--- config.mk ---
export PLATFORM = sky130hd
export DESIGN_NAME = md_quadtree_decide
export DESIGN_NICKNAME = d
export VERILOG_FILES = /design/src/rtl/md_pkg.sv /design/src/rtl/md_run_min.sv /design/src/rtl/md_sum4.sv /design/src/rtl/md_quadtree_decide.sv
export SDC_FILE = /design/constraint.sdc
export NUM_CORES = 1
export LEC_CHECK = 0
export ABC_AREA = 1
export BUFFER_PORTS_ARGS = -buffer_cell sky130_fd_sc_hd__buf_2
export CAP_MARGIN = 25
export CORE_MARGIN = 4
export CORE_UTILIZATION = 33
export CTS_CLUSTER_SIZE = 20
export DETAILED_ROUTE_END_ITERATION = 16
export PLACE_DENSITY_LB_ADDON = 0.08
export SETUP_SLACK_MARGIN = 0.3
export SKIP_CTS_REPAIR_TIMING = 1
export SLEW_MARGIN = 20
export SYNTH_ARGS = -nofsm -noshare
export SYNTH_HDL_FRONTEND = slang
export SYNTH_HIERARCHICAL = 1
export SYNTH_SLANG_ARGS = --single-unit
--- constraint.sdc ---
create_clock -name clk_i -period 8.85 [get_ports clk_i]
set_clock_uncertainty 0.15 [all_clocks]
set_input_delay 1.77 -clock clk_i [delete_from_list [all_inputs] [get_ports clk_i]]
set_output_delay 1.77 -clock clk_i [all_outputs]
set_load 0.01 [all_outputs]
--- src/rtl/md_pkg.sv ---
package md_pkg;
  localparam int MW = 3;
  localparam int NMODE = 8;

  typedef enum logic [MW-1:0] {
    MD_2NX2N = 3'd0,
    MD_2NXN  = 3'd1,
    MD_NX2N  = 3'd2,
    MD_NXN   = 3'd3,
    MD_AMP_U = 3'd4,
    MD_AMP_D = 3'd5,
    MD_AMP_L = 3'd6,
    MD_AMP_R = 3'd7
  } pu_mode_e;

  localparam logic [1:0] LVL_8  = 2'd0;
  localparam logic [1:0] LVL_16 = 2'd1;
  localparam logic [1:0] LVL_32 = 2'd2;
endpackage

--- src/rtl/md_run_min.sv ---
module md_run_min #(
  parameter int SW = 22,
  parameter int MW = 3
) (
  input  logic          clk_i,
  input  logic          rst_ni,
  input  logic          en_i,
  input  logic          first_i,
  input  logic [SW-1:0] cand_i,
  input  logic [MW-1:0] mode_i,
  output logic [SW-1:0] best_o,
  output logic [MW-1:0] mode_o
);
  logic [SW-1:0] best_q;
  logic [MW-1:0] mode_q;
  logic          take;

  // strict less: lower mode code keeps a tie
  assign take   = first_i || (cand_i < best_q);
  assign best_o = take ? cand_i : best_q;
  assign mode_o = take ? mode_i : mode_q;

  always_ff @(posedge clk_i or negedge rst_ni) begin
    if (!rst_ni) begin
      best_q <= '0;
      mode_q <= '0;
    end else if (en_i) begin
      best_q <= best_o;
      mode_q <= mode_o;
    end
  end


  min_monotonic_chk: assert property (@(posedge clk_i) disable iff (!rst_ni)
    (en_i && !first_i) |=> (best_q <= $past(best_q)));
endmodule

--- src/rtl/md_sum4.sv ---
module md_sum4 #(
  parameter int SW = 22
) (
  input  logic [3:0][SW-1:0] v_i,
  output logic [SW-1:0]      sum_o
);
  logic [1:0][SW-1:0] pair;

  for (genvar g = 0; g < 2; g++) begin : g_pair
    assign pair[g] = v_i[2*g] + v_i[2*g+1];
  end
  assign sum_o = pair[0] + pair[1];
endmodule

--- src/rtl/md_quadtree_decide.sv ---
module md_quadtree_decide
  import md_pkg::*;
#(
  parameter int CW = 16,
  parameter int PW = 8
) (
  input  logic              clk_i,
  input  logic              rst_ni,
  input  logic              start_i,
  input  logic              valid_i,
  input  logic [1:0]        lvl_i,
  input  logic [2:0]        mode_i,
  input  logic [CW-1:0]     cost_i,
  input  logic [8*PW-1:0]   pen_i,
  output logic              done_o,
  output logic              split32_o,
  output logic [3:0]        split16_o,
  output logic [2:0]        mode32_o,
  output logic [11:0]       mode16_o,
  output logic [47:0]       mode8_o,
  output logic [CW+5:0]     total_o
);
  localparam int SW   = CW + 6;
  localparam int NB8  = 16;
  localparam int NB16 = 4;
  localparam int B8W  = $clog2(NB8);
  localparam int B16W = $clog2(NB16);

  logic            busy_q, first_q, done_q;
  logic [B8W-1:0]  cnt8_q;
  logic [B16W-1:0] cnt16_q;
  logic [SW-1:0]   cost8_q [NB8];
  logic [SW-1:0]   c16_q   [NB16];
  logic [MW-1:0]   mode8_q [NB8];
  logic [MW-1:0]   mode16_q[NB16];
  logic [MW-1:0]   mode32_q;
  logic [NB16-1:0] split16_q;
  logic            split32_q;
  logic [SW-1:0]   total_q;

  logic            legal, acc, last;
  logic [PW-1:0]   pen_sel;
  logic [SW-1:0]   cand, nbest, sum8, sum16;
  logic [MW-1:0]   nmode;
  logic [3:0][SW-1:0] kids8, kids16;

  assign legal   = (lvl_i == LVL_8) ? (mode_i <= MD_NX2N) : (lvl_i != 2'd3);
  assign acc     = valid_i && busy_q && !start_i && legal;
  assign last    = (lvl_i == LVL_8) ? (mode_i == MD_NX2N) : (mode_i == MD_AMP_R);
  assign pen_sel = pen_i[mode_i*PW +: PW];
  assign cand    = SW'(cost_i) + SW'(pen_sel);

  md_run_min #(.SW(SW), .MW(MW)) u_min (
    .clk_i   (clk_i),
    .rst_ni  (rst_ni),
    .en_i    (acc),
    .first_i (first_q),
    .cand_i  (cand),
    .mode_i  (mode_i),
    .best_o  (nbest),
    .mode_o  (nmode)
  );

  for (genvar g = 0; g < 4; g++) begin : g_kids
    assign kids8[g]  = cost8_q[{cnt16_q, 2'(g)}];
    assign kids16[g] = c16_q[g];
  end

  md_sum4 #(.SW(SW)) u_sum8  (.v_i(kids8),  .sum_o(sum8));
  md_sum4 #(.SW(SW)) u_sum16 (.v_i(kids16), .sum_o(sum16));

  always_ff @(posedge clk_i or negedge rst_ni) begin
    if (!rst_ni) begin
      busy_q    <= 1'b0;
      first_q   <= 1'b1;
      done_q    <= 1'b0;
      cnt8_q    <= '0;
      cnt16_q   <= '0;
      split16_q <= '0;
      split32_q <= 1'b0;
      mode32_q  <= '0;
      total_q   <= '0;
      for (int i = 0; i < NB8; i++) begin
        cost8_q[i] <= '0;
        mode8_q[i] <= '0;
      end
      for (int i = 0; i < NB16; i++) begin
        c16_q[i]    <= '0;
        mode16_q[i] <= '0;
      end
    end else begin
      done_q <= 1'b0;
      if (start_i) begin
        busy_q  <= 1'b1;
        first_q <= 1'b1;
        cnt8_q  <= '0;
        cnt16_q <= '0;
      end else if (acc) begin
        first_q <= last;
        if (last) begin
          unique case (lvl_i)
            LVL_8: begin
              cost8_q[cnt8_q] <= nbest;
              mode8_q[cnt8_q] <= nmode;
              cnt8_q          <= cnt8_q + 1'b1;
            end
            LVL_16: begin
              split16_q[cnt16_q] <= (sum8 < nbest);
              c16_q[cnt16_q]     <= (sum8 < nbest) ? sum8 : nbest;
              mode16_q[cnt16_q]  <= nmode;
              cnt16_q            <= cnt16_q + 1'b1;
            end
            default: begin
              split32_q <= (sum16 < nbest);
              total_q   <= (sum16 < nbest) ? sum16 : nbest;
              mode32_q  <= nmode;
              busy_q    <= 1'b0;
              done_q    <= 1'b1;
            end
          endcase
        end
      end
    end
  end

  for (genvar g = 0; g < NB8; g++) begin : g_m8
    assign mode8_o[MW*g +: MW] = mode8_q[g];
  end
  for (genvar g = 0; g < NB16; g++) begin : g_m16
    assign mode16_o[MW*g +: MW] = mode16_q[g];
  end

  assign done_o    = done_q;
  assign split32_o = split32_q;
  assign split16_o = split16_q;
  assign mode32_o  = mode32_q;
  assign total_o   = total_q;


  done_pulse_chk: assert property (@(posedge clk_i) disable iff (!rst_ni)
    done_o |=> !done_o);


  done_cause_chk: assert property (@(posedge clk_i) disable iff (!rst_ni)
    done_o |-> $past(valid_i && busy_q && lvl_i == LVL_32 && mode_i == MD_AMP_R));


  idle_hold_chk: assert property (@(posedge clk_i) disable iff (!rst_ni)
    (!busy_q && !start_i) |=> ($stable(total_o) && $stable(split16_o) &&
      $stable(split32_o) && $stable(mode8_o) && $stable(mode16_o) && $stable(mode32_o)));
endmodule

# Word level (Yosys, flattened, before mapping)
# Index checks and enable logic that the tools add are counted.
totals:
  reg_bits: 564
classes:
  bitwise: 8
  addsub: 9
  magnitude_cmp: 14
  eq_ne: 5
  reduce_logical: 20
  mux: 51
  shift: 1
ops:
  columns: ["op", "n"]
  rows:
  - ["22-bit binary-select mux with 4-bit select", 4]
  - ["352-bit bitwise mux", 1]
  - ["22-bit two-way mux", 13]
  - ["22-bit adder", 6]
  - ["88-bit bitwise mux", 1]
  - ["22-bit demux with 4-bit select", 1]
  - ["64-bit by 7-bit indexed part select with 8-bit output", 1]
  - ["48-bit bitwise mux", 1]
  - ["22-bit demux with 2-bit select", 1]
  - ["22-bit < comparator", 2]
  - ["5-bit greater-or-equal comparator (second input constant)", 5]
  - ["4-bit inverter with 5-bit output", 5]
  - ["17-bit by 22-bit < comparator with 1-bit output", 1]
  - ["16-bit by 8-bit adder with 17-bit output", 1]
  - ["4-bit two-way mux", 4]
  - ["1-bit two-way mux", 13]
  - ["12-bit bitwise mux", 1]
  - ["3-bit demux with 4-bit select", 1]
  - ["4-bit AND reduction", 3]
  - ["3-bit two-way mux", 3]
  - ["3-bit AND reduction", 3]
  - ["2-bit two-way mux", 4]
  - ["2-bit nonzero test", 4]
  - ["3-bit demux with 2-bit select", 1]
  - ["22 further kinds", 28]

# Depth between registers and ports, before layout
# Gate-level depths: netlist (run 1).
depth:
  word_depth: 9
  ltp_mapped: 46
  mapped_depth_nobuf: 42

# By module
# The synthesis (run 1) kept the hierarchy.
by_module_without_submodules:
  columns: ["module", "cells_each", "area_per_inst_um2", "seq_area_each_um2", "n_inst"]
  rows:
  - ["md_quadtree_decide", 3208, 25791.0, 13489.2, 1]
  - ["md_sum4 (u_sum8)", 433, 2743.9, 0.0, 1]
  - ["md_sum4 (u_sum16)", 443, 2716.4, 0.0, 1]
  - ["md_run_min", 326, 2122.0, 625.6, 1]

# Worst setup path after synthesis (run 1)
# Ideal clock, no wire load.
synth_timing:
  kind: "input port to flip-flop"
  startpoint: "input mode_i[0]"
  endpoint: "register c16_q[15] in the netlist's numbering"
  arrival_time_ns: 7.103
  slack_ns: 1.479
  t_required_ns: 8.581
  cell_stages: 38
  cell_sequence: "buf_2 -> nand2_2 -> inv_2 -> clkbuf_1 -> a2bb2oi_1 -> a31oi_1 -> ha_1 -> fa_1 -> nand3_1 -> or2_2 -> nand3_1 -> nand2_1 -> a21oi_1 -> nand2_1 -> nor2_1 -> ha_1 -> nand2_1 -> inv_1 -> [... 2 more ...] -> nor2_1 -> nand3_4 -> buf_4 -> nand3_1 -> and2_1 -> clkbuf_1 -> clkinv_1 -> ha_1 -> nand2_1 -> nor2_1 -> nand2_1 -> nor2_1 -> nand2_1 -> nand3_1 -> clkbuf_1 -> nand2_1 -> nand3_1 -> nand2_1"
synth_via:
  elab_chain_len: 8
synth_lines:
  columns: ["item", "line", "text"]
  rows:
  - ["start, declared", "md_quadtree_decide.sv:12", "input logic [2:0] mode_i,"]
  - ["64-bit by 7-bit indexed part select with 8-bit output", "md_quadtree_decide.sv:50", "assign pen_sel = pen_i[mode_i*PW +: PW];"]
  - ["16-bit by 8-bit adder with 17-bit output", "md_quadtree_decide.sv:51", "assign cand = SW'(cost_i) + SW'(pen_sel);"]
  - ["via cand[16]", "md_quadtree_decide.sv:43", "logic [SW-1:0] cand, nbest, sum8, sum16;"]
  - ["17-bit by 22-bit < comparator with 1-bit output", "md_run_min.sv:19", "assign take = first_i || (cand_i < best_q);"]
  - ["1-bit logical OR", "md_run_min.sv:19", null]
  - ["22-bit two-way mux", "md_run_min.sv:20", "assign best_o = take ? cand_i : best_q;"]
  - ["via nbest[20]", "md_quadtree_decide.sv:43", null]
  - ["22-bit < comparator", "md_quadtree_decide.sv:109", "c16_q[cnt16_q] <= (sum8 < nbest) ? sum8 : nbest;"]
  - ["22-bit two-way mux", "md_quadtree_decide.sv:109", null]
  - ["88-bit bitwise mux", "md_quadtree_decide.sv:109", null]
  - ["end signal, assigned by index", "md_quadtree_decide.sv:109", null]
  - ["end, declared", "md_quadtree_decide.sv:33", "logic [SW-1:0] c16_q [NB16];"]
# The timed path passes the listed nets, and every way through them passes these cells.
# A chain may end at the register's enable or synchronous reset.

# Worst setup path in the final report (run 1)
layout_timing:
  startpoint: "input mode_i[1]"
  endpoint: "register c16_q[78] in the netlist's numbering"
# Same word-level chain as after synthesis.

==> flow_metrics.py, run 1 <==
metrics = {
    "power": {
        "power_density_nw_per_um2": 232,
        "power.clock.fraction_pct": 34.0,
        "seqPwrFrac_pct": 31.4,
        "ir_drop_mv": 0.206,
        "intPower_mw": 5.48,
        "netSwitchingFraction_pct": 38.3,
        "pwr-share-comb_pct": 34.6,
        "switchingPower_mw": 3.40,
        "p_leak_nw": 20.4,
    },
    "critical_path": {
        "cp_slowest_stage_delay_ps": 420,
        "cp_common_cell": "nand2_1",
        "critical_path_required_ps": 9210,
        "cp-start-kind": "input pin",
        "crit_fanout": 17,
        "cp_data_arrival_time_ps": 8210,
        "critPathSlowestCell": "and2_1",
        "criticalPathCategory": "in2reg",
        "end_kind": "flop",
    },
    "grt": {
        "grt_overflow_total": 0,
        "grt_max_degree": 133,
        "grt_pass1_vias": 27800,
        "antenna_found_initial": 0,
        "grt_usage_pct": 21.1,
        "grt_pass1_wl_um": 174000,
    },
    "cts": {
        "cts.clk_slew.worst_paths_ps": 50,
        "cts_made_buffers": 72,
        "clock-sinks": 564,
        "cts_tree": "done",
        "clock_path_buffers": 3,
        "cts-root-buf": "clkbuf_16",
        "h-tree-depth": 3,
        "clk-insertion-delay-late_ps": 630,
    },
    "route": {
        "drcViolationCount": 0,
        "wirelength_um": 112000,
        "drt_iter0_drc": 1990,
        "wire_per_inst_um": 18.8,
        "viasPerCell": 4.73,
        "dr_total_vias": 28200,
        "drtAntennaViolNets": 0,
        "first_pass_iters": 7,
    },
    "synth": {
        "yosysTopAreaCellShare_pct": 42.2,
        "synth_edf_count": 0,
        "syn_inst": 4410,
        "synth_cell_types": 47,
        "syn_area_um2": 33400,
        "synthTopCellsByArea": "dfrtp_1 42%, nand2_1 14%, inv_1 8.2%, o21ai_0 7.2%, fa_1 5.1%",
        "synth_largest_area_cell": "dfrtp_1",
        "synth-seq-area-share_pct": 42.3,
        "ys_async_sr_fraction_pct": 100,
        "ys_warn_count": 6,
        "synth_flop_cell": "dfrtp_1",
        "ys_seq_elements": 564,
        "avgSynthCellArea_um2": 7.57,
    },
    "sta": {
        "finalSetupViolCount": 0,
        "finalCritPeriodShare_pct": 88.7,
        "fmax_ghz": 0.127,
        "hold_violations": 0,
        "tns_ps": 0,
        "setup_ws_ps": 1000,
        "slew_viol_final": 0,
        "relSlewSlack_pct": 38.2,
        "min_period_ps": 7850,
        "rsz0062_at_grt": "false",
        "worst_slew_pin_slew_ps": 926,
    },
    "floorplan": {
        "ios": 180,
        "num_rows": 116,
        "start_util_pct": 33.3,
        "dieWidth_um": 326,
        "core_area_um2": 100000,
        "die_area_um2": 106000,
        "dieHeight_um": 326,
    },
    "min_path": {
        "hold_path_class": "reg2reg",
    },
    "place": {
        "io_buffers": 179,
        "dp_cells": 5825,
        "pre_cts_ws_ps": 318,
        "gp_congestion": 0.867,
        "dp_hpwl_um": 76000,
    },
    "flow_run": {
        "maxCapViolCount": 0,
    },
    "finish": {
        "fin_util_pct": 38.2,
        "post_route_cells_drive_above_1_share_pct": 10.4,
        "fin_nets": 4839,
        "stdcell_count": 5955,
        "final_common_cell": "nand2_1",
        "layout_common_cells": "1229 x nand2_1, 723 x inv_1, 562 x dfrtp_1, 479 x o21ai_0, 243 x a21oi_1",
        "area_delta_synth_final_pct": 14.9,
    },
    "run_status": {
        "run_status": "complete, no violations",
    },
}
critical path: cells and delay by family:
family                   cells  cell delay [ps]
AND/OR/NAND/NOR             21             3180
AO/OA/AOI/OAI                5              770
adder cells (fa/ha/maj)      4             1100
buffers and inverters        7             1370
path summary, 6_finish.rpt:
check                                    to  slack, ps  startpoint  depth (start not counted)
min                              total_o[3]        320  total_o[3]                          2
max reg2reg                       c16_q[78]       2240  cnt16_q[0]                         26
max                               c16_q[78]       1000   mode_i[1]                         37
min reg2reg                      total_o[3]        320  total_o[3]                          2
max in group asynchronous  u_min/best_q[11]       5890      rst_ni                          3
min in group asynchronous      cost8_q[204]       1040      rst_ni                          1
Yosys cell counts, types with 3 or more instances:
cell type and instances:
xor2_1 35, a32oi_1 3, buf_1 5, nand2_1 1236
a31oi_1 3, a221oi_1 6, dfrtp_1 563, clkbuf_1 131
and2_1 27, nand3_1 225, inv_1 725, a21oi_1 243
or2_2 3, o22ai_1 22, o21ai_0 479, a22oi_1 9
nand3b_1 6, nand4_1 53, nor3_4 3, nor2_2 14
nand2_2 19, nor2_4 5, nor2_1 146, o21bai_1 3
inv_2 7, o21ai_1 76, nor3_2 10, xnor2_1 6
buf_2 84, buf_6 3, fa_1 85, a21o_1 3
ha_1 121, nor3_1 3, nand3_2 6, clkinv_1 24
a21oi_2 5
final cells by class:
class | count | area, µm²
Inverter | 756 | 2850
Clock inverter | 17 | 188
Timing Repair Buffer | 276 | 1730
Clock buffer | 110 | 2240
Sequential cell | 564 | 14100
Fill cell | 10600 | 61900
Tap cell | 1357 | 1700
Antenna cell | 1 | 2.50
Multi-Input combinational cell | 2874 | 15500
cell families after synthesis:
kind of cell	after synthesis	share of synthesized area, %
AOI/OAI and AO/OA	855	13.2
xor gates and xnor gates	41	1.08
adders and majority gates	206	9.64
buffers and inverters	981	11.4
DFF	564	42.3
other	1	0.0112
and+or+nand+nor	1762	22.3
power groups by stage:
stage	Sequential, mW	Clock (mW)	Combinational (mW)
after floorplan	2.83	0	1.90
after detailed placement	2.84	0	3.07
after global routing	2.80	3.22	3.45
after global placement	2.84	0	3.08
final	2.79	3.02	3.07
after CTS	2.79	3.12	3.09
per-layer routing:
layer  share of wire [%]  track usage [%]
met3                 3.9             2.57
met4                 2.0             5.07
met5                   0                0
met1                  48             29.8
met2                  46             34.6
registers in the layout, summed over array words and instances, names as in the netlist, 2 cells and up:
signal	cells
cost8_q	352
c16_q	88
mode8_o	48
total_o	22
u_min/best_q	22
mode16_o	12
cnt8_q	4
split16_o	4
mode32_o	3
u_min/mode_q	3
cnt16_q	2
per-stage QoR:
stage	power [mW]	hold WS, ps	area (µm²)
6_report	8.88	322	38400
4_1_cts	9.00	326	38300
3_5_place_dp	5.91	311	35900
3_3_place_gp	5.91	312	35800
2_1_floorplan	4.74	298	33400
5_1_grt	9.48	336	38400
Power figures use the tool's default switching activity.
==> run 2: changes to the inputs <==
--- a/config.mk
+++ b/config.mk
@@ -6,12 +6,12 @@
 export NUM_CORES = 1
 export LEC_CHECK = 0
 export ABC_AREA = 1
-export BUFFER_PORTS_ARGS = -buffer_cell sky130_fd_sc_hd__buf_2
 export CAP_MARGIN = 25
 export CORE_MARGIN = 4
 export CORE_UTILIZATION = 33
 export CTS_CLUSTER_SIZE = 20
 export DETAILED_ROUTE_END_ITERATION = 16
+export DONT_BUFFER_PORTS = 1
 export PLACE_DENSITY_LB_ADDON = 0.08
 export SETUP_SLACK_MARGIN = 0.3
 export SKIP_CTS_REPAIR_TIMING = 1
==> run 2 against run 1 <==
  * The run now ends with max-slew violations left
  * Via count down 2.8%
  * Critical path depth is the same
  * Register-to-register slack lost 80 ps
  * Die area unchanged
  * Cell count is 3.1% lower
  * Routed wire length is 4.4% lower
  * Sequential share of layout area rose by 1.0 points
  * Maximum frequency increased by 2.1%
  * Sequential cell count did not move
  * Non-clock buffer count decreased by 187
  * First-iteration DRC count up 0.60%
  * Critical path type unchanged
  * Critical endpoint is now c16_q[85]
  * Highest routed layer unchanged
==> flow_metrics.py, run 2 (synthesized netlist as in run 1, its figures left out) <==
metrics = {
    "sta": {
        "whs_ps": 325,
        "relSlewSlack_pct": -63.3,
        "finalCritPeriodShare_pct": 86.8,
        "tns_ps": 0,
        "hold_violations": 0,
        "finalSetupViolCount": 0,
        "fmax_ghz": 0.130,
        "rsz0062_at_grt": "false",
        "worst_slew_pin_slew_ps": 2450,
        "slew_viol_final": 283,
        "min_period_ps": 7690,
    },
    "critical_path": {
        "crit_fanout": 26,
        "crit_family": "simple AND/OR/NAND/NOR gates",
        "crit_cells": 37,
        "path_buf_inv": 5,
        "cp-start-kind": "input pin",
        "cp_data_arrival_time_ps": 8030,
        "critPathSlowestCell": "and2_1",
        "criticalPathCategory": "in2reg",
        "ff2ff_path_depth": 29,
        "critical_path_required_ps": 9200,
        "cp_slowest_stage_delay_ps": 510,
        "cp_common_cell": "nand2_1",
        "end_kind": "flop",
    },
    "grt": {
        "grt_pass1_wl_um": 168000,
        "grt_overflow_total": 0,
        "antenna_found_initial": 3,
        "grt_usage_pct": 20.3,
        "grt_max_degree": 565,
        "grt_pass1_vias": 27200,
    },
    "power": {
        "power.clock.fraction_pct": 34.4,
        "p_total_mw": 8.63,
        "pwr-share-comb_pct": 32.9,
        "power_density_nw_per_um2": 231,
        "seqPwrFrac_pct": 32.6,
        "netSwitchingFraction_pct": 37.4,
        "ir_drop_mv": 0.163,
        "intPower_mw": 5.40,
        "switchingPower_mw": 3.23,
        "p_leak_nw": 19.6,
    },
    "cts": {
        "cts_tree": "done",
        "h-tree-depth": 3,
        "clock_path_buffers": 3,
        "cts-root-buf": "clkbuf_16",
        "clock-sinks": 564,
        "cts_made_buffers": 72,
        "clk-insertion-delay-late_ps": 630,
        "cts.clk_slew.worst_paths_ps": 50,
    },
    "place": {
        "dp_hpwl_um": 71500,
        "gp_congestion": 0.855,
        "io_buffers": 0,
    },
    "finish": {
        "register_area_um2": 14100,
        "n_fill_cell": 10600,
        "fin_nets": 4652,
        "post_route_cells_drive_above_1_share_pct": 6.42,
        "multi_input_area_um2": 15500,
        "area_delta_synth_final_pct": 11.8,
        "regMostFlops": "cost8_q",
        "layout_common_cells": "1230 x nand2_1, 724 x inv_1, 562 x dfrtp_1, 479 x o21ai_0, 243 x a21oi_1",
        "final_common_cell": "nand2_1",
        "largest_reg_flops": 352,
    },
    "floorplan": {
        "num_rows": 116,
        "start_util_pct": 33.3,
        "die_area_um2": 106000,
        "ios": 180,
        "dieHeight_um": 326,
        "core_area_um2": 100000,
        "dieWidth_um": 326,
    },
    "min_path": {
        "whs_path_depth": 2,
        "hold_path_class": "reg2reg",
    },
    "route": {
        "drt_iter0_drc": 2002,
        "first_pass_iters": 6,
        "viasPerCell": 4.75,
        "dr_total_vias": 27400,
        "wirelength_um": 107000,
        "wire_per_inst_um": 18.6,
        "drcViolationCount": 0,
        "drtAntennaViolNets": 0,
    },
    "run_status": {
        "run_status": "complete, but fails checks",
        "violations": "max-slew violations",
    },
    "flow_run": {
        "maxCapViolCount": 0,
    },
}
## run 2: final cells by class
type | count | area share, %
multi-input combinational | 2874 | 41.6
sequential | 564 | 37.8
inverter | 756 | 7.62
clock buffer | 115 | 6.03
tap | 1357 | 4.55
timing repair buffer | 89 | 2.01
clock inverter | 11 | 0.339
antenna | 2 | 0.0134
## run 2: final timing paths
check	start	to	slack, ps
min in group asynchronous	rst_ni	cost8_q[227]	710
min	c16_q[59]	c16_q[59]	320
max reg2reg	cnt16_q[0]	c16_q[85]	2160
min reg2reg	c16_q[59]	c16_q[59]	320
max in group asynchronous	rst_ni	cnt16_q[0]	5590
max	mode_i[1]	c16_q[85]	1160
## run 2: power by group through the flow
stage / Sequential [mW] / Clock (mW) / Combinational [mW]
3_3_place_gp: 2.86 / 0 / 2.86
3_5_place_dp: 2.86 / 0 / 2.86
6_report: 2.82 / 2.97 / 2.84
5_1_grt: 2.83 / 3.17 / 3.24
2_1_floorplan: 2.83 / 0 / 1.90
4_1_cts: 2.82 / 3.06 / 2.87
## run 2: per-layer routing
layer	GRT usage, %	up-vias	wire [µm]
met5	0	-	0
met4	5.58	0	2640
met2	32.9	635	49200
met1	28.1	12900	49500
met3	3.47	126	5750
li1	-	13700	-
## run 2: worst min-delay path: stages (launching register included)
cell and delay, ps:
dfrtp_1 340, nand2_1 50, nand2_1 50
## run 2: metrics by stage
stage	worst slack (ps)	instances	area (µm²)	util (%)
finish	1160	5768	37300	37.2
global route	431	5768	37300	37.2
CTS	1210	5766	37300	37.2
detailed placement	522	5640	34900	34.8
global placement	696	5638	34900	34.8
floorplan	1480	4419	33400	-
